[config.mk]
export PLATFORM = sky130hd
export DESIGN_NAME = rx_accept_filter
export DESIGN_NICKNAME = d
export VERILOG_FILES = /design/src/rtl/rxf_pkg.sv /design/src/rtl/rxf_cfg_hold.sv /design/src/rtl/rxf_frame_track.sv /design/src/rtl/rxf_decide.sv /design/src/rtl/rx_accept_filter.sv
export SDC_FILE = /design/constraint.sdc
export NUM_CORES = 1
export LEC_CHECK = 0
export BUFFER_PORTS_ARGS = -buffer_cell sky130_fd_sc_hd__buf_4
export CAP_MARGIN = 20
export CORE_MARGIN = 4
export CORE_UTILIZATION = 30
export CTS_CLUSTER_DIAMETER = 50
export CTS_CLUSTER_SIZE = 14
export DETAILED_ROUTE_END_ITERATION = 8
export PLACE_DENSITY = 0.59
export RECOVER_POWER = 100
export SYNTH_ARGS = -nofsm -noshare
export SYNTH_HDL_FRONTEND = slang
export SYNTH_SLANG_ARGS = --single-unit
[constraint.sdc]
create_clock -name clk -period 2.4 [get_ports clk]
set_input_delay 0.12 -clock clk [delete_from_list [all_inputs] [get_ports clk]]
set_output_delay 0.12 -clock clk [all_outputs]
set_load 0.1 [all_outputs]
[src/rtl/rxf_pkg.sv]
// Shared definitions for the receive acceptance filter.
// Assumes standard 48-bit MAC addresses and an 11-bit length limit.
package rxf_pkg;
    localparam int LEN_W  = 11;
    localparam int ADDR_W = 48;
    localparam int HDR_W  = 48;  // type, opcode and quanta, 16 bits each

    localparam logic [ADDR_W-1:0] BCAST_DA   = 48'hFFFF_FFFF_FFFF;
    localparam logic [ADDR_W-1:0] PAUSE_DA   = 48'h0180_C200_0001;
    localparam logic [15:0]       PAUSE_TYPE = 16'h8808;
    localparam logic [15:0]       PAUSE_OPC  = 16'h0001;

    typedef struct packed {
        logic [LEN_W-1:0]  max_len;
        logic              bc_reject;
        logic              promisc;
        logic              fc_en;
        logic [ADDR_W-1:0] station;
    } cfg_t;
endpackage

[src/rtl/rxf_cfg_hold.sv]
// Configuration holding register.
// Copies the configuration inputs every cycle while the block is disabled
// and freezes them while it is enabled.
// Assumes the caller provides the reset value of the length limit.
module rxf_cfg_hold
    import rxf_pkg::*;
#(
    parameter int MAX_LEN_RST = 1518
) (
    input  logic clk,
    input  logic rst_n,
    input  logic enable,
    input  cfg_t cfg_in,
    output cfg_t cfg_q
);
    // Reload on every disabled cycle; hold while enabled.
    always_ff @(posedge clk) begin
        if (!rst_n) begin
            cfg_q.max_len   <= LEN_W'(MAX_LEN_RST);
            cfg_q.bc_reject <= 1'b0;
            cfg_q.promisc   <= 1'b0;
            cfg_q.fc_en     <= 1'b0;
            cfg_q.station   <= '0;
        end else if (!enable) begin
            cfg_q <= cfg_in;
        end
    end
endmodule

[src/rtl/rxf_frame_track.sv]
// Frame tracker.
// Counts frame bytes, with saturation, and captures the destination address
// and the type, opcode and quanta fields (bytes 12 to 17).
// Pulses done in the cycle after the end-of-frame byte is taken.
// Assumes the markers are qualified by rx_valid. A frame in progress is
// dropped when enable falls.
module rxf_frame_track
    import rxf_pkg::*;
#(
    parameter int CNT_W = LEN_W + 1
) (
    input  logic              clk,
    input  logic              rst_n,
    input  logic              enable,
    input  logic [7:0]        rx_data,
    input  logic              rx_valid,
    input  logic              rx_sof,
    input  logic              rx_eof,
    output logic              done,
    output logic [CNT_W-1:0]  len_q,
    output logic [ADDR_W-1:0] da_q,
    output logic [HDR_W-1:0]  hdr_q
);
    localparam int DA_BYTES = ADDR_W / 8;
    localparam int HDR_LO   = 12;
    localparam int HDR_HI   = HDR_LO + HDR_W / 8;

    logic             in_frame;
    logic             take;
    logic [CNT_W-1:0] idx;
    logic [CNT_W-1:0] nxt_len;

    // Decide whether this byte belongs to a frame, and where it sits.
    always_comb begin
        take    = enable && rx_valid && (rx_sof || in_frame);
        idx     = rx_sof ? '0 : len_q;
        nxt_len = rx_sof ? CNT_W'(1)
                : ((&len_q) ? len_q : len_q + CNT_W'(1));
    end

    // Track the frame and shift in the address and header fields.
    always_ff @(posedge clk) begin
        if (!rst_n) begin
            in_frame <= 1'b0;
            done     <= 1'b0;
            len_q    <= '0;
            da_q     <= '0;
            hdr_q    <= '0;
        end else begin
            done <= take && rx_eof;
            if (!enable) begin
                in_frame <= 1'b0;
            end else if (take) begin
                in_frame <= !rx_eof;
                len_q    <= nxt_len;
                if (idx < CNT_W'(DA_BYTES))
                    da_q <= {(rx_sof ? '0 : da_q[ADDR_W-9:0]), rx_data};
                if (rx_sof)
                    hdr_q <= '0;
                else if (idx >= CNT_W'(HDR_LO) && idx < CNT_W'(HDR_HI))
                    hdr_q <= {hdr_q[HDR_W-9:0], rx_data};
            end
        end
    end
endmodule

[src/rtl/rxf_decide.sv]
// Acceptance decision, combinational.
// Sets accept, miss, long and pause detection from the captured fields and
// the latched configuration. Assumes its inputs are stable while done is high.
module rxf_decide
    import rxf_pkg::*;
#(
    parameter int CNT_W = LEN_W + 1
) (
    input  cfg_t              cfg,
    input  logic [CNT_W-1:0]  len,
    input  logic [ADDR_W-1:0] da,
    input  logic [HDR_W-1:0]  hdr,
    output logic              accept,
    output logic              miss,
    output logic              is_long,
    output logic              pause_hit,
    output logic [15:0]       quanta
);
    localparam int PAUSE_MIN = 18;

    logic bcast;
    logic pass;

    // Check the address, apply the filter modes and compare the length.
    always_comb begin
        bcast     = (da == BCAST_DA);
        pass      = ((da == cfg.station) && !bcast) || (bcast && !cfg.bc_reject);
        accept    = cfg.promisc || pass;
        miss      = cfg.promisc && !pass;
        is_long   = len > CNT_W'(cfg.max_len);
        pause_hit = cfg.fc_en && (da == PAUSE_DA)
                  && (hdr[47:32] == PAUSE_TYPE) && (hdr[31:16] == PAUSE_OPC)
                  && (len >= CNT_W'(PAUSE_MIN));
        quanta    = hdr[15:0];
    end
endmodule

[src/rtl/rx_accept_filter.sv]
// Top of the Ethernet receive acceptance filter.
// Combines the configuration register, the frame tracker and the decision
// logic. All results appear for one cycle after the end-of-frame byte.
// Assumes preamble and start delimiter are already removed from the stream.
module rx_accept_filter
    import rxf_pkg::*;
#(
    parameter int MAX_LEN_RST = 1518
) (
    input  logic              clk,
    input  logic              rst_n,
    input  logic              enable,
    input  logic [LEN_W-1:0]  cfg_max_len,
    input  logic              cfg_bc_reject,
    input  logic              cfg_promisc,
    input  logic              cfg_fc_enable,
    input  logic [ADDR_W-1:0] cfg_station_addr,
    input  logic [7:0]        rx_data,
    input  logic              rx_valid,
    input  logic              rx_sof,
    input  logic              rx_eof,
    output logic              res_valid,
    output logic              res_accept,
    output logic              res_long,
    output logic              res_miss,
    output logic              babble_irq,
    output logic              pause_valid,
    output logic [15:0]       pause_quanta
);
    localparam int CNT_W = LEN_W + 1;

    cfg_t              cfg_in;
    cfg_t              cfg_q;
    logic              done;
    logic [CNT_W-1:0]  len_q;
    logic [ADDR_W-1:0] da_q;
    logic [HDR_W-1:0]  hdr_q;
    logic              d_accept, d_miss, d_long, d_pause;
    logic [15:0]       d_quanta;

    // Pack the configuration inputs.
    always_comb begin
        cfg_in.max_len   = cfg_max_len;
        cfg_in.bc_reject = cfg_bc_reject;
        cfg_in.promisc   = cfg_promisc;
        cfg_in.fc_en     = cfg_fc_enable;
        cfg_in.station   = cfg_station_addr;
    end

    rxf_cfg_hold #(.MAX_LEN_RST(MAX_LEN_RST)) cfg_i (
        .clk(clk), .rst_n(rst_n), .enable(enable),
        .cfg_in(cfg_in), .cfg_q(cfg_q)
    );

    rxf_frame_track #(.CNT_W(CNT_W)) trk_i (
        .clk(clk), .rst_n(rst_n), .enable(enable),
        .rx_data(rx_data), .rx_valid(rx_valid), .rx_sof(rx_sof), .rx_eof(rx_eof),
        .done(done), .len_q(len_q), .da_q(da_q), .hdr_q(hdr_q)
    );

    rxf_decide #(.CNT_W(CNT_W)) dec_i (
        .cfg(cfg_q), .len(len_q), .da(da_q), .hdr(hdr_q),
        .accept(d_accept), .miss(d_miss), .is_long(d_long),
        .pause_hit(d_pause), .quanta(d_quanta)
    );

    // Gate every result with the done strobe.
    always_comb begin
        res_valid    = done;
        res_accept   = done && d_accept;
        res_miss     = done && d_miss;
        res_long     = done && d_long;
        babble_irq   = done && d_long;
        pause_valid  = done && d_pause;
        pause_quanta = (done && d_pause) ? d_quanta : 16'h0;
    end
endmodule

==> flow_summary.json <==
{
  "status": "finished with violations",
  "violations": "capacitance limit, slew limit, setup timing",
  "yosysWarningCount": 0,
  "worstPathRequired_ns": 2.28,
  "worst_pin_slew_ns": 2.05,
  "cp-start-kind": "flop",
  "synth.area.top_cells": "dfxtp_1, mux2i_1, nor2b_1",
  "timing.fmax_ghz": 0.400,
  "finalWirelength_um": 22300,
  "rows": 58,
  "grt_overflow": 0,
  "antenna_cells": 0,
  "multi_input_area_sq_um": 4380,
  "grt_max_degree": 64,
  "ios": 98,
  "syn_inst": 829,
  "crit_path_end": "pause_quanta[4]",
  "worst_hold_slack_ns": 0.0268,
  "post-synth-top-count-cell": "dfxtp_1",
  "crit_type": "flop to output port",
  "cts_inserted_buffers": 17,
  "regArea_sq_um": 3490,
  "power_frac_seq_pct": 45.2,
  "instances_no_fill": 1323,
  "path_clk_slew_ns": 0.07,
  "synth_commonest_cells": "dfxtp_1, nor2b_1, mux2i_1",
  "maxCapViolations": 1,
  "antenna_found_initial": 0,
  "p_sw_mw": 1.61,
  "ys_async_sr_fraction_pct": 0,
  "drc": 0,
  "r2r-start": "trk_i.len_q[8]",
  "dp_hpwl_um": 14600,
  "h-tree-depth": 4,
  "track_usage_pct": 15.4,
  "clkLatencyLatePin_ns": 0.43,
  "comb_power_share_pct": 9.3,
  "grt_pass1_vias": 6281,
  "cpPeakStageDelay_ns": 0.35,
  "finalHoldViolCount": 0,
  "utilization_pct": 42.5,
  "skew_ns": 0.00758,
  "syn-num-nets": 918,
  "fin_crit_ns": 2.50,
  "yosys.area.top_type": "dfxtp_1",
  "ant_nets": 0,
  "crit_fanout": 9,
  "p_sw_share_pct": 24.3,
  "ys_types": 45,
  "reg2regPathDepth": 7,
  "cts_tree": "built",
  "synth_ff_type": "dfxtp_1",
  "pwr_density_cell_nw_per_um2": 614,
  "max_slew_margin_pct": -36.8,
  "gp_congestion": 0.846,
  "min_period_over_period_pct": 104,
  "synth_seq_cells": 172,
  "dieHeight_um": 170,
  "internal-power_mw": 5.02,
  "cts-root-buf": "clkbuf_16",
  "ys_seq_area_share_pct": 44.0,
  "die-area_sq_um": 28700,
  "vias": 6386,
  "synth_top_cell_area_share_pct": 44.0,
  "avgSynthCellArea_sq_um": 9.44,
  "p_leak_nw": 4.09,
  "layout_setup_ws_ns": -0.0975,
  "cp-end-kind": "output port",
  "clkPwrFrac_pct": 45.5,
  "routedWlPerCell_um": 16.8,
  "fillers": 2470,
  "synth_edf_count": 0,
  "rsz0062_at_grt": "true",
  "cts.sinks": 172,
  "final_max_slew_viol_count": 49,
  "cp-startpoint": "trk_i.da_q[42]",
  "nets": 1069,
  "post-place-ws_ns": 0.155,
  "clockBufferDepth": 2,
  "grt_pass1_wl_um": 35300,
  "setup_viol": 18,
  "syn2layout_area_growth_pct": 38.0,
  "start_util_pct": 30.8,
  "reg2reg_slack_ns": 0.03,
  "timing.rr.end": "trk_i.da_q[29]",
  "first_pass_iters": 5,
  "cp.arrival_ns": 2.38,
  "cp_cell_sequence": "nor4_2 -> and4b_1 -> nand4_1 -> nor4b_4 -> buf_4 -> buf_8 -> and2_4 -> buf_12",
  "core_sq_um": 25400,
  "ir_drop_v": 0.000533,
  "dp.cells": 1214,
  "min_path_type": "input pin to flop",
  "syn_area_sq_um": 7830,
  "routed_via_density": 4.83,
  "cp_slowest_cell": "dfxtp_2",
  "drt_iter0_drc": 566,
  "portBuffers": 97,
  "dieWidth_um": 170,
  "drive_gt1_share_pct": 22.9
}
[layer usage]
layer  GRT usage (%)  up-vias  part of all wire, %
met1            22.6     2989                   50
met2            23.6      155                   44
met3            2.87       15                  4.9
li1                -     3227                    -
met5               0        -                    0
met4            3.12        0                 0.90
[cell families after synthesis]
family                   count (synthesis)  share of synthesized area [%]
AO/OA/AOI/OAI                          111                           10.6
XOR/XNOR                                58                           6.49
adder cells (fa/ha/maj)                 13                           2.08
buffers and inverters                   66                           3.66
flip-flops                             172                           44.0
multiplexers                            70                           8.95
AND/OR/NAND/NOR                        339                           24.2
[cell usage in the layout, fill, tap and decap left out, types with 5 or more instances in the layout]
cell           netlist  routed
a21boi_0            28      45
a22oi_1             40      40
and2_4               0      16
buf_12               0      20
buf_4                2      85
clkbuf_16            0      18
dfxtp_1            172     140
dfxtp_2              0      31
dlygate4sd3_1        0      72
ha_1                13      12
inv_1               11      11
mux2i_1             70      70
nand2_1             67      67
nand3_1             54      54
nand4_1             35      35
nor2_1              17      15
nor2b_1            103     103
nor4_1              20       5
nor4_2               1      12
xnor2_1             48      43
xnor2_2              0       5
xor2_1              10      10
[final cells by class]
cell class | count | share of cell area (%)
multi-input combinational | 592 | 40.5
clock inverter | 14 | 1.84
sequential | 172 | 32.3
inverter | 11 | 0.382
timing repair buffer | 186 | 17.0
clock buffer | 18 | 4.17
tap | 330 | 3.82
[power groups by stage]
stage               combinational (mW)  sequential (mW)  clock [mW]
finish                           0.617             3.00        3.01
CTS                              0.616             3.00        3.07
floorplan                        0.310             3.03           0
detailed placement               0.504             3.06           0
global placement                 0.504             3.06           0
global route                     0.673             3.00        3.19
[per-stage QoR]
stage | TNS, ns | cell area (sq um) | total power [mW]
after detailed placement | 0 | 8940 | 3.56
after floorplan | 0 | 7880 | 3.34
final | -1.42 | 10800 | 6.63
after CTS | -1.17 | 10800 | 6.68
after global routing | -7.14 | 10800 | 6.86
after global placement | 0 | 8940 | 3.56
[worst min path at each step]
stage	startpoint	endpoint	slack, ns	depth (start not counted)
3_3_place_gp	rx_eof	trk_i.in_frame	0.33	2
3_5_place_dp	rx_eof	trk_i.in_frame	0.33	2
6_report	enable	cfg_i.cfg_q[52]	0.03	3
2_1_floorplan	rx_valid	trk_i.in_frame	0.21	1
4_1_cts	enable	cfg_i.cfg_q[52]	0.005	3
5_1_grt	enable	cfg_i.cfg_q[52]	0.03	3
[sequential cells by signal, indices dropped and copies added (netlist names)]
name and flops:
cfg_i.cfg_q 62, trk_i.da_q 48, trk_i.done 1, trk_i.hdr_q 48, trk_i.in_frame 1, trk_i.len_q 12
[timing repair]
item	4_1_cts	5_1_grt
gates resized for setup	121	10
setup buffers	3	0
endpoints found under the setup margin	21	22
hold buffers	72	0
pin swaps	4	2
gates cloned	1	1
endpoints found under the hold margin	80	0
[worst max-delay path, delay by kind of cell (launching register included)]
kind / cells / cell delay, ns
DFF: 1 / 0.35
and+or+nand+nor: 5 / 1.12
buffers and inverters: 3 / 0.49
Power figures use the tool's default switching activity.
